===== config.mk =====
export PLATFORM = sky130hd
export DESIGN_NAME = twostage_wdt
export DESIGN_NICKNAME = d
export VERILOG_FILES = /design/src/rtl/wdt_pkg.sv /design/src/rtl/wdt_rst_sync.sv /design/src/rtl/wdt_unlock.sv /design/src/rtl/wdt_counter.sv /design/src/rtl/wdt_escalate.sv /design/src/rtl/twostage_wdt.sv
export SDC_FILE = /design/constraint.sdc
export NUM_CORES = 1
export LEC_CHECK = 0
export ABC_AREA = 0
export CAP_MARGIN = 20
export CORE_MARGIN = 4
export CORE_UTILIZATION = 49
export CTS_BUF_LIST = sky130_fd_sc_hd__clkbuf_2
export DETAILED_ROUTE_END_ITERATION = 8
export GPL_TIMING_DRIVEN = 0
export MAX_ROUTING_LAYER = met4
export PLACE_DENSITY = 0.72
export SLEW_MARGIN = 0
export SYNTH_ARGS = -nofsm -noshare
export SYNTH_HDL_FRONTEND = slang
export SYNTH_SLANG_ARGS = --single-unit

===== constraint.sdc =====
create_clock -name clk -period 1.9 [get_ports clk]
set_input_delay 0.285 -clock clk [delete_from_list [all_inputs] [get_ports clk]]
set_output_delay 0.285 -clock clk [all_outputs]
set_load 0.02 [all_outputs]

===== src/rtl/wdt_pkg.sv =====
package wdt_pkg;
  localparam int KEY_W = 8;
  localparam logic [KEY_W-1:0] KEY_ARM  = 8'h5A;
  localparam logic [KEY_W-1:0] KEY_FIRE = 8'hA5;

  typedef enum logic {
    STG_CLEAR  = 1'b0,
    STG_WARNED = 1'b1
  } wdt_stage_e;
endpackage


===== src/rtl/wdt_rst_sync.sv =====
module wdt_rst_sync #(
  parameter int STAGES = 2
) (
  input  logic clk,
  input  logic arst_n,
  output logic srst_n
);
  logic [STAGES-1:0] sh_q;
  logic [STAGES-1:0] sh_d;

  always_comb begin
    sh_d = {sh_q[STAGES-2:0], 1'b1};
  end

  always_ff @(posedge clk or negedge arst_n) begin
    if (!arst_n) sh_q <= '0;
    else         sh_q <= sh_d;
  end

  assign srst_n = sh_q[STAGES-1];
endmodule


===== src/rtl/wdt_unlock.sv =====
module wdt_unlock
  import wdt_pkg::*;
(
  input  logic             clk,
  input  logic             rst_n,
  input  logic             clr_we,
  input  logic [KEY_W-1:0] clr_data,
  output logic             restart
);
  logic armed_q;
  logic armed_d;
  logic hit;

  always_comb begin
    armed_d = armed_q;
    hit     = 1'b0;
    if (clr_we) begin
      if (armed_q && (clr_data == KEY_FIRE)) begin
        hit     = 1'b1;
        armed_d = 1'b0;
      end else begin
        armed_d = (clr_data == KEY_ARM);
      end
    end
  end

  always_ff @(posedge clk or negedge rst_n) begin
    if (!rst_n)      armed_q <= 1'b0;
    else if (clr_we) armed_q <= armed_d;
  end

  assign restart = hit;
endmodule


===== src/rtl/wdt_counter.sv =====
module wdt_counter #(
  parameter int BASE_LOG2 = 12,
  parameter int STEP_LOG2 = 2,
  parameter int SEL_W     = 2,
  parameter int CNT_W     = BASE_LOG2 + STEP_LOG2 * ((1 << SEL_W) - 1)
) (
  input  logic             clk,
  input  logic             rst_n,
  input  logic             restart,
  input  logic [SEL_W-1:0] period_sel,
  output logic             expire,
  output logic [CNT_W-1:0] count,
  output logic [CNT_W-1:0] last_val
);
  localparam int NCODES = 1 << SEL_W;

  logic [CNT_W-1:0] lim_tab [NCODES];
  logic [SEL_W-1:0] code_q;
  logic [CNT_W-1:0] cnt_q;
  logic [CNT_W-1:0] cnt_d;

  for (genvar g = 0; g < NCODES; g++) begin : g_lim
    assign lim_tab[g] = {CNT_W{1'b1}} >> (STEP_LOG2 * (NCODES - 1 - g));
  end

  assign last_val = lim_tab[code_q];
  assign expire   = (cnt_q == last_val);

  always_comb begin
    if (restart)     cnt_d = '0;
    else if (expire) cnt_d = '0;
    else             cnt_d = cnt_q + CNT_W'(1);
  end

  always_ff @(posedge clk or negedge rst_n) begin
    if (!rst_n)       code_q <= '0;
    else if (restart) code_q <= period_sel;
  end

  always_ff @(posedge clk or negedge rst_n) begin
    if (!rst_n) cnt_q <= '0;
    else        cnt_q <= cnt_d;
  end

  assign count = cnt_q;
endmodule


===== src/rtl/wdt_escalate.sv =====
module wdt_escalate
  import wdt_pkg::*;
(
  input  logic clk,
  input  logic rst_n,
  input  logic expire,
  input  logic restart,
  output logic nmi,
  output logic trip,
  output logic warned
);
  wdt_stage_e stg_q, stg_d;
  logic       nmi_q, nmi_d;
  logic       trip_q, trip_d;

  always_comb begin
    stg_d  = stg_q;
    nmi_d  = 1'b0;
    trip_d = trip_q;
    if (restart) begin
      stg_d = STG_CLEAR;
    end else if (expire) begin
      if (stg_q == STG_CLEAR) begin
        stg_d = STG_WARNED;
        nmi_d = 1'b1;
      end else begin
        trip_d = 1'b1;
      end
    end
  end

  always_ff @(posedge clk or negedge rst_n) begin
    if (!rst_n) begin
      stg_q  <= STG_CLEAR;
      nmi_q  <= 1'b0;
      trip_q <= 1'b0;
    end else begin
      stg_q  <= stg_d;
      nmi_q  <= nmi_d;
      trip_q <= trip_d;
    end
  end

  assign nmi    = nmi_q;
  assign trip   = trip_q;
  assign warned = (stg_q == STG_WARNED);
endmodule


===== src/rtl/twostage_wdt.sv =====
module twostage_wdt
  import wdt_pkg::*;
#(
  parameter int BASE_LOG2 = 12,
  parameter int STEP_LOG2 = 2,
  parameter int SEL_W     = 2,
  parameter int SYNC_LEN  = 2
) (
  input  logic             clk,
  input  logic             rst_n,
  input  logic [SEL_W-1:0] period_sel,
  input  logic             clr_we,
  input  logic [KEY_W-1:0] clr_data,
  output logic             nmi_pulse,
  output logic             reset_req,
  output logic             warn_pending
);
  localparam int CNT_W = BASE_LOG2 + STEP_LOG2 * ((1 << SEL_W) - 1);

  logic             rst_sync_n;
  logic             restart_hit;
  logic             expire;
  logic [CNT_W-1:0] count;
  logic [CNT_W-1:0] last_val;

  wdt_rst_sync #(.STAGES(SYNC_LEN)) u_sync (
    .clk    (clk),
    .arst_n (rst_n),
    .srst_n (rst_sync_n)
  );

  wdt_unlock u_key (
    .clk      (clk),
    .rst_n    (rst_sync_n),
    .clr_we   (clr_we),
    .clr_data (clr_data),
    .restart  (restart_hit)
  );

  wdt_counter #(
    .BASE_LOG2 (BASE_LOG2),
    .STEP_LOG2 (STEP_LOG2),
    .SEL_W     (SEL_W),
    .CNT_W     (CNT_W)
  ) u_cnt (
    .clk        (clk),
    .rst_n      (rst_sync_n),
    .restart    (restart_hit),
    .period_sel (period_sel),
    .expire     (expire),
    .count      (count),
    .last_val   (last_val)
  );

  wdt_escalate u_esc (
    .clk     (clk),
    .rst_n   (rst_sync_n),
    .expire  (expire),
    .restart (restart_hit),
    .nmi     (nmi_pulse),
    .trip    (reset_req),
    .warned  (warn_pending)
  );
endmodule


* Word-level counts from Yosys, hierarchy flattened
Index checks and enable logic that the tools add are counted.
** Operators by class
- Add/sub/neg operators :: 1
- Equal/unequal tests :: 3
- Order comparisons :: 1
- Bitwise logic cells :: 2
- Reduce and logical (&&, ||, !) cells :: 3
- Mux-type cells :: 13
** Operators by type and width (number)
- two-way mux 18 bit :: 4
- binary-select mux 18 bit (select 2 bit) :: 1
- adder 18 x 1 -> 18 bit (second input constant) :: 1
- equality test 18 bit :: 1
- equality test 8 x 7 -> 1 bit (second input constant) :: 1
- equality test 8 bit (second input constant) :: 1
- two-way mux 1 bit :: 8
- greater-or-equal comparator 3 bit (second input constant) :: 1
- NOT 2 -> 3 bit :: 1
- AND reduction 3 bit :: 1
- nonzero test 2 bit :: 1
- logical AND 1 bit :: 1
- NOT 1 bit :: 1
** Word-level totals
- Word-level logic and storage cells :: 30
- Input port bits :: 13
- Bits in registers :: 26
- Output and inout port bits :: 3

* Longest topological paths before layout
- Depth after elaboration :: 7
- Gate-level depth with buffers :: 7

* By module
Synthesis repeated with hierarchy kept, for this count alone.
** Second synthesis, totals
- Cells, all modules :: 135
- Area total of the unflattened synthesis :: 1421.4 µm²
** By module, submodules not included
- wdt_counter :: instances 1, seq. area each 500.5 µm², cells an instance 115, area each 1167.4 µm²
- wdt_escalate :: instances 1, seq. area each 75.1 µm², cells an instance 8, area each 102.6 µm²
- wdt_unlock :: instances 1, seq. area each 25.0 µm², cells an instance 9, area each 97.6 µm²
- wdt_rst_sync :: instances 1, seq. area each 50.0 µm², cells an instance 3, area each 53.8 µm²

* Worst setup path after synthesis
Ideal clock, no wire load.
- Path type :: register -> register
- Start :: register u_cnt.cnt_q[0], in the netlist u_cnt.count[0]
- End :: register u_cnt.cnt_q[3], in the netlist u_cnt.count[3]
- Setup time :: 0.137 ns
- Arrival time :: 1.883 ns
- Slack :: -0.120 ns
- Stages on the path, launching flop included :: 8
- Buffers on the path :: 2
- Path through :: dfrtp_1 ha_1 nand2_1 or4_1 buf_2 a221oi_4 buf_6 nor3_1
** On the way
- Longest elaborated chain between the ends :: 3
- Elaborated cells between the ends (all ways) :: 4
- Classes of those cells :: add/sub: 1; eq/ne: 1; mux: 2
** RTL lines
- from (decl) :: line wdt_counter.sv:19 : logic [CNT_W-1:0] cnt_q;
- from (signal assigned) :: line wdt_counter.sv:42 : else cnt_q <= cnt_d;
- adder 18 x 1 -> 18 bit / equality test 18 bit (equally long branches) :: line wdt_counter.sv:32, wdt_counter.sv:27
- two-way mux 18 bit * :: line wdt_counter.sv:31 : else if (expire) cnt_d = '0;
- two-way mux 18 bit * :: line wdt_counter.sv:30 : if (restart) cnt_d = '0;
- via u_cnt.cnt_d[3] :: line wdt_counter.sv:20 : logic [CNT_W-1:0] cnt_d;
The timed path passes the listed nets; every way through them passes the cells marked *.
A chain may end at the register's enable or synchronous reset.

* Worst setup path after layout
- Start :: register u_cnt.cnt_q[1], in the netlist u_cnt.count[1]
- End :: register u_cnt.cnt_q[13], in the netlist u_cnt.count[13]
Same word-level chain as after synthesis.

==> results.toml <==
[timing]
fin_crit_sh = 0.987
clock_skew_ns = 0.00415
setup_slack_ns = 0.0249
finalSetupViolations = 0
rsz0062_at_grt = "true"
timing.fmax_mhz = 533
drv_slew = 0
fin_crit_ns = 1.88
tightest_slew_ns = 0.950
holdWs_ns = 0.389
slew_headroom = 0.367
final.setup.tns_ns = 0
finalHoldViolCount = 0

[placed_design]
place_area_um2 = 1490
hpwlAfterDp_mm = 1.80
dp_cells = 166
dp_slack_ns = -0.573
port-buffer-count = 15
gp_congestion = 0.824

[cells_and_area]
drive_gt1_frac = 0.260
fillers = 196
utilization = 0.696
multi_input_area_um2 = 678
fin_area_um2 = 1730
num-nets-final = 169
stdcell_count = 184
antenna_cells = 0
syn_to_final_growth_pct = 34.5
ff_latch_area_um2 = 653

[detailed_routing]
drc = 0
viasPerCell = 5.92
post_drt_wl_per_cell_um = 15.8
wirelength_mm = 2.92
drt_first_pass_iters = 4
drt_iter0_drc = 36
vias = 1089
drtAntennaViolNets = 0

[run]
cap_violations = 0

[yosys]
yosys.area.top_type = "dfrtp_1"
synth_top_area_frac = 0.507
async_flop_share = 1.00
syn_inst = 121
ys_seq_area_frac = 0.507
synth_flop_cell = "dfrtp_1"
syn_area_per_cell_um2 = 10.6
synth_area_um2 = 1280
synth_seq_cells = 26
synth_area_leaders = "dfrtp_1 51%, nor3_1 6.2%, xnor2_1 4.1%"
yosysWarnings = 0
synth_cell_type_count = 34
yosysMostFrequentCell = "dfrtp_1"
synth_common_cells = "26 x dfrtp_1, 16 x nor3_1, 8 x nand2_1"
synth-edff-count = 0
syn_nets = 135

[critical_path]
arrival_ns = 2.13
crit_fanout = 7
setup.worst_path.end_class = "register"
critical_path_class = "reg2reg"
crit_required_ns = 2.16
cp-start-kind = "register"

[clock_network]
clkSinkCount = 26
cts_root_buf = "clkbuf_2"
cts_inserted_buffers = 3
clkTransAtPathRegs_ns = 0.24
clkLatencyLatePin_ns = 0.35
cts_tree = "built"
htreeDepth = 1
cts_buffer_depth = 2

[hold_path]
hp-class = "reg2reg"

[power_and_ir_drop]
power_density_nw_per_um2 = 787
swShare = 0.279
internal_power_uw = 979
p_leak_nw = 0.699
clockPowerShare = 0.257
power_switching_uw = 379
p_seq_frac = 0.519
irDropWorstVdd_v = 0.000587
pwr-share-comb = 0.225
power.total_mw = 1.36

[grt]
grt_use_total = 0.176
grt_pass1_wl_mm = 4.68
antenna_found_initial = 0
grt_overflow_total = 0
grt_max_degree = 25
grt_pass1_vias = 1110

[floorplan]
placement_rows = 18
die_w_um = 59.2
core-area_um2 = 2480
fp.dieH_um = 59.2
ios = 16
initial_utilization = 0.518
die_area_um2 = 3500

[status]
status = "completed"
[critical path: stages, from the launching register on]
cell and delay, ns:
dfrtp_1 0.49, ha_4 0.18, nand2_2 0.06, or4_4 0.48
a221oi_4 0.32, buf_6 0.20, a211oi_1 0.05
[power groups by stage]
stage                     logic [mW]  clock network [mW]  registers [mW]
after floorplan               0.0976                   0           0.696
after global placement         0.136                   0           0.709
after detailed placement       0.138                   0           0.718
after CTS                      0.240               0.357           0.695
after global routing           0.325               0.376           0.714
final                          0.305               0.349           0.705
[cell usage in the layout, fill, tap and decap left out, types with 5 or more instances in the layout]
cell type,n
dfrtp_1,24
nand2_1,7
buf_4,11
xnor2_1,6
nand3_1,6
xor2_1,5
nor3_1,14
clkdlybuf4s50_1,15
o21ai_0,7
[worst paths after layout]
kind                       cells past startpoint         endpoint  slack [ns]           start
setup / recovery                               6  u_cnt.count[13]        0.02  u_cnt.count[1]
hold / removal                                 0   u_sync.sh_q[1]        0.39  u_sync.sh_q[0]
setup reg to reg                               6  u_cnt.count[13]        0.02  u_cnt.count[1]
hold reg to reg                                0   u_sync.sh_q[1]        0.39  u_sync.sh_q[0]
max in group asynchronous                      0   u_cnt.count[2]        0.87  u_sync.sh_q[1]
min in group asynchronous                      0   u_cnt.count[5]        0.41  u_sync.sh_q[1]
[routing by layer]
layer,global-route usage,up-vias,wire length (um)
met5,-,-,0
met2,0.311,25,1490
met4,0.0680,0,34
met3,0.0327,4,143
li1,-,514,-
met1,0.196,546,1250
[final cells by class]
cell class | instances | share of cell area
clock inverter | 1 | 0.0174
inverter | 4 | 0.00870
buffer | 3 | 0.0116
sequential | 26 | 0.379
timing repair buffer | 30 | 0.160
clock buffer | 3 | 0.00870
multi-input combinational | 87 | 0.393
tap | 30 | 0.0218
[state kept, by name, summed over array words and instances, names as in the netlist]
name,count
u_sync.sh_q,2
u_cnt.count,18
u_esc.warned,1
u_esc.nmi,1
u_esc.trip,1
u_key.armed_q,1
u_cnt.code_q,2
[cells by family (layout without fill, tap and decap cells)]
logic type | after synthesis | after routing | share of synthesized area
xor+xnor | 11 | 11 | 0.0751
mux | 2 | 2 | 0.0176
flops | 26 | 26 | 0.507
compound gates | 17 | 17 | 0.105
buf+inv | 8 | 41 | 0.0302
other cells | 1 | 1 | 0.00292
fa+ha+maj | 1 | 1 | 0.00975
simple gates | 55 | 55 | 0.252
[timing repair]
action / in CTS / in global routing
endpoints found under the setup margin: 21 / 19
gates resized for setup: 7 / 16
gates cloned: 0 / 1
endpoints found under the hold margin: 0 / 2
pin swaps: 2 / 7
hold buffers: 0 / 1
buffers inserted: 6 / 7
Note: power is estimated with default switching activity, not from simulation.
